$ cat src/rtl/pfc_pkg.sv
package pfc_pkg;
  localparam int NUM_CAT = 4;

  typedef enum logic [1:0] {
    CAT_GCTRL  = 2'd0,
    CAT_PCTRL  = 2'd1,
    CAT_GPAUSE = 2'd2,
    CAT_PPAUSE = 2'd3
  } cat_e;

  // per-category check selection
  typedef struct packed {
    logic en;
    logic chk_mc;
    logic chk_uc;
    logic chk_sa;
    logic chk_et;
  } cat_chk_t;
endpackage

$ cat src/rtl/pfc_cat_match.sv
module pfc_cat_match
  import pfc_pkg::*;
#(
  parameter int ADDR_W  = 48,
  parameter int FIELD_W = 16
) (
  input  cat_chk_t            chk,
  input  logic [ADDR_W-1:0]   da,
  input  logic [ADDR_W-1:0]   sa,
  input  logic [FIELD_W-1:0]  etype,
  input  logic [ADDR_W-1:0]   cfg_uc,
  input  logic [ADDR_W-1:0]   cfg_mc,
  input  logic [ADDR_W-1:0]   cfg_sa,
  input  logic [FIELD_W-1:0]  cfg_etype,
  input  logic                op_pass,
  output logic                hit
);
  // destination check: either enabled address may match; none enabled = open
  function automatic logic addr_check(input logic uc_on, input logic mc_on,
                                      input logic [ADDR_W-1:0] a,
                                      input logic [ADDR_W-1:0] uc,
                                      input logic [ADDR_W-1:0] mc);
    return (!uc_on && !mc_on) || (uc_on && (a == uc)) || (mc_on && (a == mc));
  endfunction

  logic da_ok, sa_ok, et_ok;

  assign da_ok = addr_check(chk.chk_uc, chk.chk_mc, da, cfg_uc, cfg_mc);
  assign sa_ok = !chk.chk_sa || (sa == cfg_sa);
  assign et_ok = !chk.chk_et || (etype == cfg_etype);
  assign hit   = chk.en && da_ok && sa_ok && et_ok && op_pass;
endmodule

$ cat src/rtl/pfc_out_stage.sv
module pfc_out_stage
  import pfc_pkg::*;
#(
  parameter int FIELD_W  = 16,
  parameter int NUM_PRIO = 8,
  localparam int NUM_SLOT = NUM_PRIO + 1
) (
  input  logic                        clk,
  input  logic                        rst_n,
  input  logic                        frame_end,
  input  logic                        fcs_ok,
  input  logic [NUM_CAT-1:0]          hit,
  input  logic [NUM_PRIO-1:0]         prio_en,
  input  logic [NUM_SLOT*FIELD_W-1:0] quanta_in,
  input  logic                        fwd_cfg,
  output logic [NUM_CAT-1:0]          cat_hit_q,
  output logic [NUM_SLOT-1:0]         vld_q,
  output logic [NUM_SLOT*FIELD_W-1:0] quanta_q,
  output logic                        fwd_q,
  output logic                        drop_q
);
  logic                        load;
  logic                        pause_any;
  logic                        ctrl_any;
  logic [NUM_CAT-1:0]          hit_d;
  logic [NUM_SLOT-1:0]         vld_d;
  logic [NUM_SLOT*FIELD_W-1:0] quanta_d;

  assign load      = frame_end && fcs_ok;
  assign hit_d     = load ? hit : '0;
  assign pause_any = hit_d[CAT_GPAUSE] || hit_d[CAT_PPAUSE];
  assign ctrl_any  = (hit_d[CAT_GCTRL] || hit_d[CAT_PCTRL]) && !pause_any;

  assign vld_d[NUM_PRIO-1:0] = hit_d[CAT_PPAUSE] ? prio_en : '0;
  assign vld_d[NUM_PRIO]     = hit_d[CAT_GPAUSE];

  for (genvar i = 0; i < NUM_SLOT; i++) begin : g_slot
    assign quanta_d[i*FIELD_W +: FIELD_W] =
      vld_d[i] ? quanta_in[i*FIELD_W +: FIELD_W] : '0;

    p_slot_zero_r11: assert property (@(posedge clk) disable iff (!rst_n)
      !vld_q[i] |-> (quanta_q[i*FIELD_W +: FIELD_W] == '0));
  end

  always_ff @(posedge clk) begin
    if (!rst_n) begin
      cat_hit_q <= '0;
      vld_q     <= '0;
      quanta_q  <= '0;
      fwd_q     <= 1'b0;
      drop_q    <= 1'b0;
    end else begin
      cat_hit_q <= hit_d;
      vld_q     <= vld_d;
      quanta_q  <= quanta_d;
      fwd_q     <= ctrl_any && fwd_cfg;
      drop_q    <= ctrl_any && !fwd_cfg;
    end
  end

  p_idle_quiet_r11: assert property (@(posedge clk) disable iff (!rst_n)
    !frame_end |=> (cat_hit_q == '0) && (vld_q == '0) && !fwd_q && !drop_q);

  p_bad_fcs_r10: assert property (@(posedge clk) disable iff (!rst_n)
    (frame_end && !fcs_ok) |=> (cat_hit_q == '0) && (vld_q == '0) && !fwd_q && !drop_q);

  p_fwd_drop_excl_r9: assert property (@(posedge clk) disable iff (!rst_n)
    !(fwd_q && drop_q));

  p_pause_wins_r12: assert property (@(posedge clk) disable iff (!rst_n)
    (cat_hit_q[CAT_GPAUSE] || cat_hit_q[CAT_PPAUSE]) |-> (!fwd_q && !drop_q));

  p_global_slot_r8: assert property (@(posedge clk) disable iff (!rst_n)
    vld_q[NUM_PRIO] |-> cat_hit_q[CAT_GPAUSE]);
endmodule

$ cat src/rtl/pause_frame_classifier.sv
module pause_frame_classifier
  import pfc_pkg::*;
#(
  parameter int ADDR_W   = 48,
  parameter int FIELD_W  = 16,
  parameter int NUM_PRIO = 8,
  localparam int NUM_SLOT = NUM_PRIO + 1
) (
  input  logic                        clk,
  input  logic                        rst_n,
  input  logic                        frame_end,
  input  logic                        fcs_ok,
  input  logic [ADDR_W-1:0]           hdr_da,
  input  logic [ADDR_W-1:0]           hdr_sa,
  input  logic [FIELD_W-1:0]          hdr_etype,
  input  logic [FIELD_W-1:0]          hdr_opcode,
  input  logic [NUM_PRIO-1:0]         hdr_prio_en,
  input  logic [NUM_SLOT*FIELD_W-1:0] hdr_quanta,
  input  logic [ADDR_W-1:0]           cfg_ucast_da,
  input  logic [ADDR_W-1:0]           cfg_mcast_da,
  input  logic [ADDR_W-1:0]           cfg_src_addr,
  input  logic [NUM_CAT-1:0]          cfg_cat_en,
  input  logic [NUM_CAT-1:0]          cfg_chk_mcast,
  input  logic [NUM_CAT-1:0]          cfg_chk_ucast,
  input  logic [NUM_CAT-1:0]          cfg_chk_sa,
  input  logic [NUM_CAT-1:0]          cfg_chk_etype,
  input  logic [NUM_CAT-1:0]          cfg_chk_opcode,
  input  logic [NUM_CAT*FIELD_W-1:0]  cfg_etype,
  input  logic [2*FIELD_W-1:0]        cfg_ctrl_op_min,
  input  logic [2*FIELD_W-1:0]        cfg_ctrl_op_max,
  input  logic [2*FIELD_W-1:0]        cfg_pause_op,
  input  logic                        cfg_fwd_ctrl,
  output logic [NUM_CAT-1:0]          cat_hit,
  output logic [NUM_SLOT-1:0]         pause_vld,
  output logic [NUM_SLOT*FIELD_W-1:0] pause_quanta,
  output logic                        ctrl_fwd,
  output logic                        ctrl_drop
);
  localparam int NUM_CTRL = 2;

  function automatic logic op_in_window(input logic [FIELD_W-1:0] op,
                                        input logic [FIELD_W-1:0] lo,
                                        input logic [FIELD_W-1:0] hi);
    return (op >= lo) && (op <= hi);
  endfunction

  function automatic logic op_exact(input logic [FIELD_W-1:0] op,
                                    input logic [FIELD_W-1:0] want);
    return op == want;
  endfunction

  logic [NUM_CAT-1:0] cat_raw;   // combinational per-category match
  logic [NUM_CAT-1:0] op_ok;     // per-category opcode verdict

  for (genvar k = 0; k < NUM_CAT; k++) begin : g_cat
    cat_chk_t chk;

    assign chk.en     = cfg_cat_en[k];
    assign chk.chk_mc = cfg_chk_mcast[k];
    assign chk.chk_uc = cfg_chk_ucast[k];
    assign chk.chk_sa = cfg_chk_sa[k];
    assign chk.chk_et = cfg_chk_etype[k];

    if (k < NUM_CTRL) begin : g_window
      assign op_ok[k] = !cfg_chk_opcode[k] ||
        op_in_window(hdr_opcode, cfg_ctrl_op_min[k*FIELD_W +: FIELD_W],
                     cfg_ctrl_op_max[k*FIELD_W +: FIELD_W]);
    end else begin : g_exact
      assign op_ok[k] = !cfg_chk_opcode[k] ||
        op_exact(hdr_opcode, cfg_pause_op[(k-NUM_CTRL)*FIELD_W +: FIELD_W]);
    end

    pfc_cat_match #(.ADDR_W(ADDR_W), .FIELD_W(FIELD_W)) u_match (
      .chk       (chk),
      .da        (hdr_da),
      .sa        (hdr_sa),
      .etype     (hdr_etype),
      .cfg_uc    (cfg_ucast_da),
      .cfg_mc    (cfg_mcast_da),
      .cfg_sa    (cfg_src_addr),
      .cfg_etype (cfg_etype[k*FIELD_W +: FIELD_W]),
      .op_pass   (op_ok[k]),
      .hit       (cat_raw[k])
    );

    p_disabled_r1: assert property (@(posedge clk) disable iff (!rst_n)
      !cfg_cat_en[k] |=> !cat_hit[k]);
  end

  pfc_out_stage #(.FIELD_W(FIELD_W), .NUM_PRIO(NUM_PRIO)) u_out (
    .clk       (clk),
    .rst_n     (rst_n),
    .frame_end (frame_end),
    .fcs_ok    (fcs_ok),
    .hit       (cat_raw),
    .prio_en   (hdr_prio_en),
    .quanta_in (hdr_quanta),
    .fwd_cfg   (cfg_fwd_ctrl),
    .cat_hit_q (cat_hit),
    .vld_q     (pause_vld),
    .quanta_q  (pause_quanta),
    .fwd_q     (ctrl_fwd),
    .drop_q    (ctrl_drop)
  );
endmodule

$ cat config.mk
export PLATFORM = sky130hd
export DESIGN_NAME = pause_frame_classifier
export DESIGN_NICKNAME = d
export VERILOG_FILES = /design/src/rtl/pfc_pkg.sv /design/src/rtl/pfc_cat_match.sv /design/src/rtl/pfc_out_stage.sv /design/src/rtl/pause_frame_classifier.sv
export SDC_FILE = /design/constraint.sdc
export NUM_CORES = 1
export LEC_CHECK = 0
export BUFFER_PORTS_ARGS = -buffer_cell sky130_fd_sc_hd__buf_2
export CAP_MARGIN = 20
export CORE_AREA = 10 10 290 292
export CTS_CLUSTER_DIAMETER = 60
export CTS_CLUSTER_SIZE = 16
export DETAILED_ROUTE_END_ITERATION = 6
export DIE_AREA = 0 0 300 302
export GPL_TIMING_DRIVEN = 1
export PLACE_DENSITY_LB_ADDON = 0.3
export SYNTH_ARGS = -nofsm -noshare
export SYNTH_HDL_FRONTEND = slang
export SYNTH_SLANG_ARGS = --single-unit
export TNS_END_PERCENT = 50
$ cat constraint.sdc
create_clock -name clk -period 2.9 [get_ports clk]
set_input_delay 0.145 -clock clk [delete_from_list [all_inputs] [get_ports clk]]
set_output_delay 0.145 -clock clk [all_outputs]
set_load 0.01 [all_outputs]
---- After elaboration in Yosys (flattened, before gate mapping) ----
Cells that the tools add are included.
cells by class
  magnitude comparators ................... 4
  equal/unequal tests ..................... 9
  multiplexer cells ....................... 2
  reduce and logical (&&, ||, !) cells .... 87
operators with widths
  cell                             number
  48-bit equality test             3
  16-bit equality test             6
  1-bit logical AND                34
  16-bit >= comparator             2
  16-bit less-or-equal comparator  2
  1-bit zero test                  22
  1-bit logical OR                 22
  2-bit AND reduction              9
  8-bit 2-to-1 mux                 1
  4-bit 2-to-1 mux                 1
word-level totals
  flip-flop bits (word level) ............. 159
  bits of input ports ..................... 613
  output and inout port bits .............. 159
  logic and storage cells ................. 115

---- Logic depth before layout (Yosys ltp) ----
  word-level depth ........................ 13
  mapped depth ............................ 9
  gate-level depth less buffers ........... 9

---- Cells and area by module ----
Synthesis repeated with hierarchy kept, for this count alone.
unflattened totals
  cells, all modules ...................... 1,509
  area, all modules ....................... 13,482.9 um^2
by module, submodules not included
  module                  times used  cells an instance  area each (um^2)  sequential area each (um^2)
  pfc_cat_match           4           226                1,775.5           0.0
  pfc_out_stage           1           345                4,459.3           3,163.0
  pause_frame_classifier  1           260                1,921.8           0.0

---- Worst setup path after synthesis ----
Ideal clock, no wire load.
  path kind ............................... input port to flip-flop
  start ................................... input port cfg_src_addr[12]
  end ..................................... register u_out.drop_q
  library setup time ...................... 0.100 ns
  arrival ................................. 2.015 ns
  data required time ...................... 2.800 ns
  path slack .............................. 0.786 ns
  stages on the path ...................... 7
  path buffers ............................ 0
  path through ............................ xnor2_1 nand4_1 nor4_2 nand3_1 a221o_1 or4_4 a2111oi_4
between the ends
  cells in the longest elaborated chain, start to end .. 10
  elaborated cells on any way between the ends .. 23
  those cells by class .................... 1 x eq/ne; 1 x mux; 21 x reduce/logical
RTL lines
  what                            line                          RTL
  start: declaration              pause_frame_classifier.sv:21  input logic [ADDR_W-1:0] cfg_src_addr,
  48-bit equality test (*)        pfc_cat_match.sv:29           assign sa_ok = !chk.chk_sa || (sa == cfg_sa);
  1-bit logical OR                pfc_cat_match.sv:29
  1-bit logical AND (3 in a row)  pfc_cat_match.sv:31           assign hit = chk.en && da_ok && sa_ok && et_ok && op_pass;
  4-bit 2-to-1 mux (*)            pfc_out_stage.sv:30           assign hit_d = load ? hit : '0;
  1-bit logical OR                pfc_out_stage.sv:31           assign pause_any = hit_d[CAT_GPAUSE] || hit_d[CAT_PPAUSE];
  1-bit zero test                 pfc_out_stage.sv:32           assign ctrl_any = (hit_d[CAT_GCTRL] || hit_d[CAT_PCTRL]) && !pause_any;
  1-bit logical AND (*)           pfc_out_stage.sv:32
  1-bit logical AND (*)           pfc_out_stage.sv:57           drop_q <= ctrl_any && !fwd_cfg;
  end signal: assignment          pfc_out_stage.sv:57
  end: declaration                pfc_out_stage.sv:20           output logic drop_q
Mark *: on every way between the ends. The rest lies on a longest branch, timed or not.
A chain may end at the register's enable or synchronous reset.

---- Worst setup path in the final report ----
  start ................................... input port cfg_ucast_da[21]
  end ..................................... register u_out.quanta_q[42]
between the ends
  cells in the longest elaborated chain, start to end .. 11
RTL lines
  what                                  line                          RTL
  start: declaration                    pause_frame_classifier.sv:19  input logic [ADDR_W-1:0] cfg_ucast_da,
  48-bit equality test                  pfc_cat_match.sv:23           return (!uc_on && !mc_on) || (uc_on && (a == uc)) || (mc_on && (a == mc));
  1-bit logical AND                     pfc_cat_match.sv:23
  1-bit logical OR (2 in a row)         pfc_cat_match.sv:23
  1-bit logical AND (4 in a row)        pfc_cat_match.sv:31
  4-bit 2-to-1 mux                      pfc_out_stage.sv:30
  8-bit 2-to-1 mux                      pfc_out_stage.sv:34           assign vld_d[NUM_PRIO-1:0] = hit_d[CAT_PPAUSE] ? prio_en : '0;
  2-bit AND reduction (no source line)  -
  end signal: assignment                pfc_out_stage.sv:55           quanta_q <= quanta_d;
  end: declaration                      pfc_out_stage.sv:18           output logic [NUM_SLOT*FIELD_W-1:0] quanta_q,
No other way between the ends.

==> results by group <==
Floorplanning
  – Core Area: 78400 um^2
  – Initial Utilization: 11.1%
  – Total die area: 90600 um^2
  – Chip width: 300 um
  – Die height: 302 um
  – # rows: 103
  – Top-Level Pins: 772

Global route
  – GRT overflow: 0
  – Largest net degree at the start of global routing: 50
  – Antenna violations before repair: 49
  – Vias in the first global route: 11500
  – First-pass GRT wire length: 89200 um
  – All-Layer GR Usage: 13.9%

Worst hold path
  – Hold Crit Depth: 2
  – Worst Hold Endpoint: u_out.quanta_q[66]
  – Hold Crit Class: in2reg
  – Hold Startpoint: hdr_quanta[66]

Drt
  – DR iter-0 viols: 433
  – Vias/cell: 3.60
  – Drt drc: 0
  – Number of routed nets with antenna violations: 0
  – Vias: 10600
  – First-pass DRT Iterations: 4
  – Total routed wirelength: 66700 um
  – Routed len/inst: 22.7 um

Clocking
  – CTS root buffer: clkbuf_16
  – H-Tree Depth: 4
  – Max clock buf depth: 2
  – CTS clock-pin slew for the worst setup and hold paths: 70 ps
  – Total CTS buffers: 17
  – TritonCTS clock tree: yes
  – Sink Count: 158
  – Postcts setup bufs: 0

STA
  – WHS: 24.3 ps
  – Max Slew Vio Count: 0
  – Unrepaired setup endpoints after global routing: false
  – Min Tclk post-route: 2580 ps
  – Peak Freq: 388 MHz
  – Hold Fails Final Rpt: 0
  – Final setup viols: 0
  – Slew headroom: 56.8%
  – Slew at the pin closest to its max-slew limit: 642 ps
  – Fin crit share: 88.9%

Synthesis
  – Syn avg cell area: 9.73 um^2
  – Yosys cell types: 41
  – Synth Area in Simple Gates: 20.1%
  – Yosys reg bits: 158
  – Ys Warns: 0
  – Post-Syn Instances: 897
  – Mux cell area share after synthesis: 0%
  – Syn Nets: 1574
  – Most used DFF post-synth: dfxtp_1
  – Mapped Area: 8730 um^2
  – Compound-cell area share of the yosys netlist: 5.46%
  – Seq/Total Area, Yosys: 36.2%
  – EDFF count, synth: 0
  – Largest family of logic cells by synthesized area: XOR/XNOR gates
  – Adder-Cell Fraction of Synth Area: 9.18%
  – Post-synth ARST share: 0%
  – Post-Synth XOR/XNOR Area: 24.1%

Layout
  – Leading cell type in the layout, fill and taps excluded: buf_2
  – Most frequent cells in the layout: buf_2 (771), dfxtp_1 (158), xnor2_1 (144), dlygate4sd3_1 (144), and3_1 (138)
  – Design area: 16300 um^2
  – Area growth, synth to finish: 86.9%
  – NumNets Final: 2547
  – Final core occ: 20.8%
  – Layout cells sized above 1: 46.4%
  – Filler cells: 8886

Power and ir drop
  – VDD IR max: 0.374 mV
  – Pleak: 0.00853 uW
  – PD cells: 359 nW/um^2

Setup path
  – Worst endpoint data arrival time: 2960 ps
  – CP max stage delay: 310 ps
  – Most frequent CP cell: buf_4
  – CP delay by family, top: buffers and inverters
  – Maximum fanout along the worst path: 14
  – Required @ worst endpoint: 3280 ps
  – Worst-path cell chain: buf_2 -> xnor2_1 -> buf_4 -> nand4_1 -> buf_4 -> nor4_1 -> buf_4 -> a41oi_1 -> a211oi_2 -> buf_4 -> and2_2 -> buf_4 -> buf_4 -> and3_1
  – Critical path launch point type: input port
  – Crit Path Class: in2reg
  – CP max-delay cell: nand4_1
  – CP startpoint: cfg_ucast_da[21]
  – CP endpoint kind: flop
  – Crit path buf inv count: 7

Placement
  – Cell Area, Placed: 14300 um^2
  – # port buffers: 771
  – Estimated wirelength of the detail-placed design: 59900 um
  – Gpl congestion: 0.934

Run status
  – Status: complete, no violations

Flow run
  – MaxCap Viol Count: 0
## synth_stat cells, types with 3 or more instances
cell,instances,area [um^2]
a21o_1,14,105
a21oi_1,21,105
a221o_1,4,40.0
a221oi_1,3,26.3
and2_1,17,106
and3_1,138,863
buf_4,3,22.5
buf_6,11,124
clkbuf_1,9,33.8
dfxtp_1,158,3160
ha_1,64,801
inv_1,64,240
nand2_1,6,22.5
nand2b_1,4,25.0
nand3_1,7,35.0
nand4_1,58,363
nand4b_1,3,26.3
nor2_1,7,26.3
nor4_1,30,188
nor4_2,3,37.5
o211ai_1,4,30.0
o21ai_0,3,15.0
or4_1,5,37.5
xnor2_1,144,1260
xor2_1,96,841
## sequential cells by signal, indices dropped and copies added, names as in the netlist
| name | count |
|---|---|
| u_out.quanta_q | 144 |
| u_out.vld_q | 8 |
| u_out.cat_hit_q | 4 |
| u_out.drop_q | 1 |
| u_out.fwd_q | 1 |
## logic make-up (layout without fill, tap and decap cells)
logic type | after synthesis | after routing
AOI/OAI and AO/OA | 65 | 65
xor gates and xnor gates | 240 | 240
adders and majority gates | 64 | 64
buffers and inverters | 89 | 1075
DFF | 158 | 158
other | 0 | 10
and+or+nand+nor | 281 | 281
## repair_timing
item / CTS / global route
resized for setup: 0 / 0
hold buffers: 144 / 0
hold endpoints to repair: 145 / 0
## layout make-up
cell class / count / area [um^2] / area share [%]
diodes: 10 / 25.0 / 0.153
clock buffers: 18 / 429 / 2.63
clock inverters: 14 / 151 / 0.928
inverters: 64 / 240 / 1.47
multi-input cells: 650 / 5130 / 31.5
flip-flops and latches: 158 / 3160 / 19.4
well taps: 1050 / 1310 / 8.05
repair buffers: 979 / 5860 / 35.9
## per-layer routing
layer	up-vias	part of all wire, %	GRT usage (%)
li1	5110	-	-
met1	4755	38	14.8
met2	565	48	24.1
met3	132	9.3	5.58
met4	44	4.2	6.20
met5	-	0.42	0
## power by group
group          leakage (uW)  total [uW]  internal [uW]  switching [uW]
sequential          0.00127        2170           2170           0.576
clock              0.000289        2260           1220            1040
combinational       0.00697        1420            752             671
total               0.00853        5860           4140            1710
## stage by stage
stage	TNS, ps	std cells	power, uW	worst slack (ps)
3_3_place_gp	-3110	2757	3490	-74.7
4_1_cts	0	2933	5960	340
6_report	0	2943	5860	323
5_1_grt	0	2938	6130	246
3_5_place_dp	-3280	2757	3490	-92.2
2_1_floorplan	0	897	2680	786
## worst max path at each step
| stage | endpoint | slack, ps | cells after the start |
|---|---|---|---|
| global placement | u_out.quanta_q[41] | -70 | 14 |
| global route | u_out.quanta_q[42] | 250 | 14 |
| CTS | u_out.quanta_q[35] | 340 | 14 |
| detailed placement | u_out.quanta_q[66] | -90 | 14 |
| floorplan | u_out.drop_q | 790 | 7 |
| finish | u_out.quanta_q[42] | 320 | 14 |
(Power assumes the default switching activity.)
